**src/rtl/fwl_pkg.sv**
```systemverilog
package fwl_pkg;
  localparam int unsigned WORD_W = 16;
  localparam int unsigned SYNC_N = 3;
  localparam int unsigned IDX_DAT = 0;
  localparam int unsigned IDX_SCK = 1;
  localparam int unsigned IDX_STB = 2;
  typedef logic [WORD_W-1:0] word_t;
endpackage

```
**src/rtl/fwl_sync.sv**
```systemverilog
module fwl_sync #(
  parameter int unsigned N = 3
) (
  input  logic         clk_i,
  input  logic         rst_ni,
  input  logic [N-1:0] async_i,
  output logic [N-1:0] lvl_o,
  output logic [N-1:0] prv_o
);
  for (genvar g = 0; g < N; g++) begin : g_bit
    logic s1_q, s2_q, s3_q;
    always_ff @(posedge clk_i or negedge rst_ni) begin
      if (!rst_ni) begin
        s1_q <= 1'b0;
        s2_q <= 1'b0;
        s3_q <= 1'b0;
      end else begin
        s1_q <= async_i[g];
        s2_q <= s1_q;
        s3_q <= s2_q;
      end
    end
    assign lvl_o[g] = s2_q;
    assign prv_o[g] = s3_q;
  end
endmodule

```
**src/rtl/fwl_shift.sv**
```systemverilog
module fwl_shift #(
  parameter int unsigned W = 16
) (
  input  logic         clk_i,
  input  logic         rst_ni,
  input  logic         shift_i,
  input  logic         bit_i,
  output logic [W-1:0] sr_o,
  output logic         zero_o
);
  logic [W-1:0] sr_q;
  // first bit in ends at bit 0 after W shifts
  always_ff @(posedge clk_i or negedge rst_ni) begin
    if (!rst_ni)      sr_q <= '0;
    else if (shift_i) sr_q <= {bit_i, sr_q[W-1:1]};
  end
  assign sr_o   = sr_q;
  assign zero_o = (sr_q == '0);
endmodule

```
**src/rtl/fwl_ctrl.sv**
```systemverilog
module fwl_ctrl #(
  parameter int unsigned W        = 16,
  parameter int unsigned HOLD_CYC = 8
) (
  input  logic         clk_i,
  input  logic         rst_ni,
  input  logic         load_i,
  input  logic         stb_lvl_i,
  input  logic         zero_i,
  input  logic [W-1:0] sr_i,
  output logic [W-1:0] word_o,
  output logic         vld_o,
  output logic         pd_o
);
  localparam int unsigned CNT_W = $clog2(HOLD_CYC + 1);
  localparam logic [CNT_W-1:0] CNT_LAST = CNT_W'(HOLD_CYC - 1);

  logic [W-1:0]     word_q;
  logic             vld_q, pd_q;
  logic [CNT_W-1:0] cnt_q;

  always_ff @(posedge clk_i or negedge rst_ni) begin
    if (!rst_ni) begin
      word_q <= '0;
      vld_q  <= 1'b0;
    end else begin
      vld_q <= load_i;
      if (load_i) word_q <= sr_i;
    end
  end

  always_ff @(posedge clk_i or negedge rst_ni) begin
    if (!rst_ni) begin
      pd_q  <= 1'b0;
      cnt_q <= '0;
    end else if (load_i) begin
      pd_q  <= 1'b0;
      cnt_q <= '0;
    end else if (!pd_q) begin
      if (stb_lvl_i && zero_i) begin
        if (cnt_q == CNT_LAST) begin
          pd_q  <= 1'b1;
          cnt_q <= '0;
        end else begin
          cnt_q <= cnt_q + 1'b1;
        end
      end else begin
        cnt_q <= '0;
      end
    end
  end

  assign word_o = word_q;
  assign vld_o  = vld_q;
  assign pd_o   = pd_q;
endmodule

```
**src/rtl/freq_word_loader.sv**
```systemverilog
module freq_word_loader
  import fwl_pkg::*;
#(
  parameter int unsigned HOLD_CYC = 8
) (
  input  logic        clk_i,
  input  logic        rst_ni,
  input  logic        ser_clk_i,
  input  logic        ser_dat_i,
  input  logic        ser_stb_i,
  output logic [15:0] word_o,
  output logic        word_vld_o,
  output logic        pwr_dn_o
);
  logic [SYNC_N-1:0] lvl, prv;
  logic              sck_rise, stb_fall, stb_lvl, sr_zero;
  word_t             sr;

  fwl_sync #(.N(SYNC_N)) u_sync (
    .clk_i   (clk_i),
    .rst_ni  (rst_ni),
    .async_i ({ser_stb_i, ser_clk_i, ser_dat_i}),
    .lvl_o   (lvl),
    .prv_o   (prv)
  );

  assign sck_rise = lvl[IDX_SCK] & ~prv[IDX_SCK];
  assign stb_fall = ~lvl[IDX_STB] & prv[IDX_STB];
  assign stb_lvl  = lvl[IDX_STB];

  // data taken one sample before the detected rise for hold margin
  fwl_shift #(.W(WORD_W)) u_shift (
    .clk_i   (clk_i),
    .rst_ni  (rst_ni),
    .shift_i (sck_rise),
    .bit_i   (prv[IDX_DAT]),
    .sr_o    (sr),
    .zero_o  (sr_zero)
  );

  fwl_ctrl #(.W(WORD_W), .HOLD_CYC(HOLD_CYC)) u_ctrl (
    .clk_i     (clk_i),
    .rst_ni    (rst_ni),
    .load_i    (stb_fall),
    .stb_lvl_i (stb_lvl),
    .zero_i    (sr_zero),
    .sr_i      (sr),
    .word_o    (word_o),
    .vld_o     (word_vld_o),
    .pd_o      (pwr_dn_o)
  );
endmodule

```
**config.mk**
```make
export PLATFORM = sky130hd
export DESIGN_NAME = freq_word_loader
export DESIGN_NICKNAME = d
export VERILOG_FILES = /design/src/rtl/fwl_pkg.sv /design/src/rtl/fwl_sync.sv /design/src/rtl/fwl_shift.sv /design/src/rtl/fwl_ctrl.sv /design/src/rtl/freq_word_loader.sv
export SDC_FILE = /design/constraint.sdc
export NUM_CORES = 1
export LEC_CHECK = 0
export BUFFER_PORTS_ARGS = -buffer_cell sky130_fd_sc_hd__buf_2
export CORE_ASPECT_RATIO = 0.5
export CORE_MARGIN = 4
export CORE_UTILIZATION = 50
export CTS_CLUSTER_DIAMETER = 60
export DETAILED_ROUTE_END_ITERATION = 6
export PLACE_DENSITY = 0.79
export SLEW_MARGIN = 20
export SYNTH_ARGS = -nofsm -noshare
export SYNTH_HDL_FRONTEND = slang
export SYNTH_SLANG_ARGS = --single-unit
```
**constraint.sdc**
```tcl
create_clock -name clk_i -period 1.5 [get_ports clk_i]
set_input_delay 0.075 -clock clk_i [delete_from_list [all_inputs] [get_ports clk_i]]
set_output_delay 0.075 -clock clk_i [all_outputs]
set_load 0.05 [all_outputs]
```
Word level (Yosys, flattened, before mapping)
Index checks and enable logic that the tools add are counted.

Output and inout bits: 18. Bits in registers: 47. Word-level logic and storage cells: 31. Input port bits: 5.

Equal/unequal tests: 2. Reductions and logical operators: 2. $add $sub $neg: 1. Bitwise gates (word level): 4. Muxes and demuxes: 8.

Operators by type and width (count): $logic_not A16 Y1 (1); $mux W4 (4); $add A4 B1 Y4 const B (1); $eq A4 B3 Y1 const B (1); $mux W1 (4); $and A1 B1 Y1 (2); $ne A2 B1 Y1 const B (1); $not A1 Y1 (2); $logic_and A1 B1 Y1 (1).

Longest topological paths before layout
Word-level depth: 5. Depth in mapped cells: 6.

Hierarchy
From an unflattened synthesis, not the netlist that was laid out.

Cells, all modules: 117. Area total of the unflattened synthesis: 1860.5 um2.

Modules (own cells, without submodules): fwl_ctrl (cells each 61, area each 879.6 um2, instances 1, seq. area each 550.5 um2); fwl_shift (cells each 39, area each 683.2 um2, instances 1, seq. area each 400.4 um2); fwl_sync (cells each 15, area each 270.3 um2, instances 1, seq. area each 225.2 um2); freq_word_loader (cells each 2, area each 27.5 um2, instances 1, seq. area each 0.0 um2).

Worst setup path after synthesis
Ideal clock, no wire load.

Kind: reg-to-reg. Start: reg u_shift.sr_q[3], in the netlist u_shift.sr_o[3]. End: reg u_ctrl.cnt_q[0]. Cell stages (with the launch flop): 5. Period minus slack after synthesis: 1.485 ns. Data required time: 1.408 ns. Slack: 0.015 ns. Buffers on the path: 0. Arrival time: 1.394 ns. Path through: dfrtp_1 -> or4_4 -> nor3_4 -> nand2_2 -> o31ai_2.

Cells in the longest elaborated chain, start to end: 5.

RTL lines: from (decl) (line fwl_shift.sv:11) `logic [W-1:0] sr_q;`; from (signal assigned) (line fwl_shift.sv:15) `else if (shift_i) sr_q <= {bit_i, sr_q[W-1:1]};`; $logic_not A16 Y1 (line fwl_shift.sv:18) `assign zero_o = (sr_q == '0);`; $logic_and A1 B1 Y1 (line fwl_ctrl.sv:40) `if (stb_lvl_i && zero_i) begin`; $mux W4 (line fwl_ctrl.sv:40); $mux W4 (line fwl_ctrl.sv:39) `end else if (!pd_q) begin`; $mux W4 (line fwl_ctrl.sv:36) `end else if (load_i) begin`; to (signal assigned) (line fwl_ctrl.sv:45) `cnt_q <= cnt_q + 1'b1;`; to (decl) (line fwl_ctrl.sv:20) `logic [CNT_W-1:0] cnt_q;`.

Every way passes these cells. The select of a mux whose other input is x is not followed. A chain may end at the register's enable or synchronous reset.

Worst setup path after layout
Start: reg u_shift.sr_q[3], in the netlist u_shift.sr_o[3]. End: reg u_ctrl.cnt_q[3].

Same word-level chain as after synthesis.

==> impl_results.rst <==
.. list-table::
   :header-rows: 1

   * - Metric
     - Value
   * - Number of storage elements in the synthesis netlist
     - 47
   * - Number of nets in the finished design
     - 224
   * - Maximum number of pins on one net before global-route repair
     - 22
   * - Die boundary width
     - 92.4 um
   * - Count of mapped cells out of synthesis
     - 183
   * - Setup violation total in the final timing report
     - 5
   * - Synth async-reset ratio
     - 100%
   * - Std-Cell Rows
     - 14
   * - Clock latency on the worst-skew pair
     - 300 ps
   * - Count of final max-slew check failures
     - 0
   * - Kind of start point of the critical path
     - flop
   * - Cell Area, Synth
     - 0.00178 mm^2
   * - Avg WL per Cell
     - 13.4 um
   * - Die area
     - 0.00464 mm^2
   * - Share of the synthesized area in the top cell type
     - 66.0%
   * - Crit path largest cell delay
     - 550 ps
   * - Violations in the final reports
     - negative setup slack
   * - Residual DRC count
     - 0
   * - Top-count cell post-synth
     - sky130_fd_sc_hd__nand2_1
   * - Syn nets
     - 189
   * - Number of routed nets with antenna violations
     - 0
   * - Buf/Inv on CP
     - 1
   * - Setup repair after global routing missed its margin
     - yes
   * - Avg Cell Area, Syn
     - 9.74 um^2
   * - Placeable core region
     - 0.00321 mm^2
   * - Final worst path period share
     - 103%
   * - Final worst path period need
     - 1540 ps
   * - H-Tree Level Count
     - 2
   * - Global-route congestion overflow total
     - 0
   * - DRC marker count from the first detailed-route iteration
     - 83
   * - Area used by multi-input combinational logic
     - 563 um^2
   * - Count of unique library cells instantiated by Yosys
     - 25
   * - Wirelength, routed
     - 3570 um
   * - Fmax achieved
     - 0.648 GHz
   * - Cell chain of the critical path
     - or4_4, nor3_4, buf_4, a31oi_1, o22ai_1
   * - Final WS setup
     - -43.2 ps
   * - Area contributors post-synth
     - sky130_fd_sc_hd__dfrtp_1 66%, sky130_fd_sc_hd__nand2_1 21%, sky130_fd_sc_hd__o31ai_2 1.4%
   * - Largest fanout on the critical path
     - 3
   * - Filler cells
     - 252
   * - Signal arrival time at the worst endpoint
     - 1760 ps
   * - Initial antenna violation count
     - 0
   * - Weighted congestion at the end of routability-driven global placement
     - 0.719
   * - Most frequent cells after synthesis
     - 101 x sky130_fd_sc_hd__nand2_1, 47 x sky130_fd_sc_hd__dfrtp_1, 6 x sky130_fd_sc_hd__clkbuf_1
   * - Clock transition at the registers of the reported paths
     - 80 ps
   * - Critical setup path kind
     - flop to flop
   * - Relative max-transition margin
     - 55.3%
   * - Leakage power
     - 1.20 nW
   * - Register Area
     - 0.00118 mm^2
   * - Standard cell with the maximum stage delay on the critical path
     - sky130_fd_sc_hd__or4_4
   * - Antenna diode count
     - 0
   * - Number of placed I/O pins
     - 23
   * - Class of the tightest hold or removal check
     - primary input to asynchronous set/reset pin
   * - Number of buffers on the longest clock path
     - 2
   * - Proportion of synthesized chip area in sequential cells
     - 66.0%
   * - Data required time at the worst endpoint
     - 1720 ps
   * - IR Drop Worst-Case VDD
     - 0.691 mV
   * - Post-placement setup slack
     - -62.6 ps
   * - Synth Warn #
     - 0
   * - Number of detailed-routing iterations run before antenna repair
     - 4
   * - CTS tree
     - built
   * - Slew at the pin with the worst max-slew slack
     - 667 ps
   * - First-pass GRT wire length
     - 6290 um
   * - EDFF count, synth
     - 0
   * - TritonCTS Sinks
     - 47
   * - Dominant cell type by area after synthesis
     - sky130_fd_sc_hd__dfrtp_1
   * - Skew final
     - 4.94 ps
   * - Initial cell density of the core
     - 55.6%
   * - Count of vias placed by the detailed router
     - 1333
   * - Gate family responsible for the most delay along the worst path
     - simple AND/OR/NAND/NOR gates
   * - Primary flip-flop cell chosen by synthesis mapping
     - sky130_fd_sc_hd__dfrtp_1
   * - Critical path endpoint category
     - flop
   * - Maxcap violations
     - 0
   * - Root cell of the clock tree
     - sky130_fd_sc_hd__clkbuf_8
   * - Area grow syn2layout
     - 21.8%
   * - CTS Buf Count
     - 5
   * - Share of final-layout standard cells stronger than drive strength 1
     - 21.5%
   * - Non-filler instance count after layout
     - 267
   * - Number of endpoints with negative hold slack in the final report
     - 0
   * - Number of cells in the design after placement
     - 253
   * - Post-Route Setup TNS
     - -141 ps
   * - Buffers added on ports
     - 22
   * - Final design utilization
     - 67.7%
   * - Die Y-Extent
     - 50.2 um
   * - Vias in the first global route
     - 1361
   * - GRT Total Usage
     - 17.5%
   * - Power Dens Cells
     - 1540 mW/mm^2
   * - Estimated wirelength of the detail-placed design
     - 2380 um
   * - Via-to-Cell Ratio
     - 4.99
   * - Outcome
     - finished with violations
placed cells by master (no fill, tap or decap), types with 2 or more instances in the layout:
cell type                       instances
sky130_fd_sc_hd__clkbuf_8               6
sky130_fd_sc_hd__dfrtp_1               47
sky130_fd_sc_hd__o31ai_2                2
sky130_fd_sc_hd__buf_4                  7
sky130_fd_sc_hd__nand2b_1               2
sky130_fd_sc_hd__nand3_1                2
sky130_fd_sc_hd__a31oi_1                2
sky130_fd_sc_hd__nand2_1              101
sky130_fd_sc_hd__inv_1                  3
sky130_fd_sc_hd__buf_2                 22
sky130_fd_sc_hd__dlygate4sd3_1          4
path summary, 6_finish.rpt:
kind                                   endpoint  cells past startpoint            startpoint  slack (ps)
setup / recovery                u_ctrl.cnt_q[3]                      5       u_shift.sr_o[3]         -40
hold / removal             u_sync.g_bit[0].s3_q                      2                rst_ni         260
setup reg to reg                u_ctrl.cnt_q[3]                      5       u_shift.sr_o[3]         -40
hold reg to reg            u_sync.g_bit[0].s2_q                      0  u_sync.g_bit[0].s1_q         350
max in group asynchronous      u_ctrl.word_o[7]                      3                rst_ni         730
min in group clk_i         u_sync.g_bit[0].s2_q                      0  u_sync.g_bit[0].s1_q         350
power breakdown:
part | internal (mW) | switching, mW | leakage, nW
clock | 0.539 | 0.410 | 0.0612
sequential | 1.44 | 0.132 | 0.618
combinational | 0.267 | 0.547 | 0.517
sequential cells by signal, indices dropped and copies added (netlist names):
register,cells
u_ctrl.word_o,16
u_ctrl.pd_o,1
u_shift.sr_o,16
u_sync.g_bit.s3_q,3
u_sync.g_bit.s1_q,3
u_ctrl.vld_o,1
u_ctrl.cnt_q,4
u_sync.g_bit.s2_q,3
layout make-up:
type / instances / share of cell area (%)
Clock buffer: 6 / 3.81
Clock inverter: 2 / 1.61
Inverter: 4 / 0.865
Multi-Input combinational cell: 125 / 26.0
Sequential cell: 47 / 54.2
Tap cell: 48 / 2.77
Timing Repair Buffer: 35 / 10.8
metal layers:
| layer | vias up | global-route usage (%) | share of wire [%] |
|---|---|---|---|
| met1 | 647 | 23.5 | 47 |
| met3 | 2 | 5.52 | 5.4 |
| met4 | 0 | 5.17 | 0.70 |
| met2 | 38 | 28.0 | 47 |
| li1 | 646 | - | - |
| met5 | - | 0 | 0 |
cells by family after synthesis:
logic type	share of synthesized area, %
buffers and inverters	2.53
flip-flops	66.0
AND/OR/NAND/NOR	27.7
adder cells (fa/ha/maj)	0.702
AO/OA/AOI/OAI	3.02
worst register-to-register path: stages, from the launching register on:
cell	delay (ps)
sky130_fd_sc_hd__dfrtp_1	380
sky130_fd_sc_hd__or4_4	550
sky130_fd_sc_hd__nor3_4	200
sky130_fd_sc_hd__buf_4	150
sky130_fd_sc_hd__a31oi_1	60
sky130_fd_sc_hd__o22ai_1	120
stage by stage:
step	power (mW)	area, um^2	hold WS, ps
2_1_floorplan	2.10	1780	-221
3_3_place_gp	2.30	1990	46.0
3_5_place_dp	2.33	1990	52.3
4_1_cts	3.35	2160	274
5_1_grt	3.49	2170	314
6_report	3.33	2170	263
timing repair:
action,CTS,global route
pin swaps,3,1
hold buffers,4,0
hold endpoints to repair,22,0
endpoints found under the setup margin,12,18
gates cloned,0,0
setup buffers,2,0
resized for setup,2,2
(Power assumes the default switching activity.)
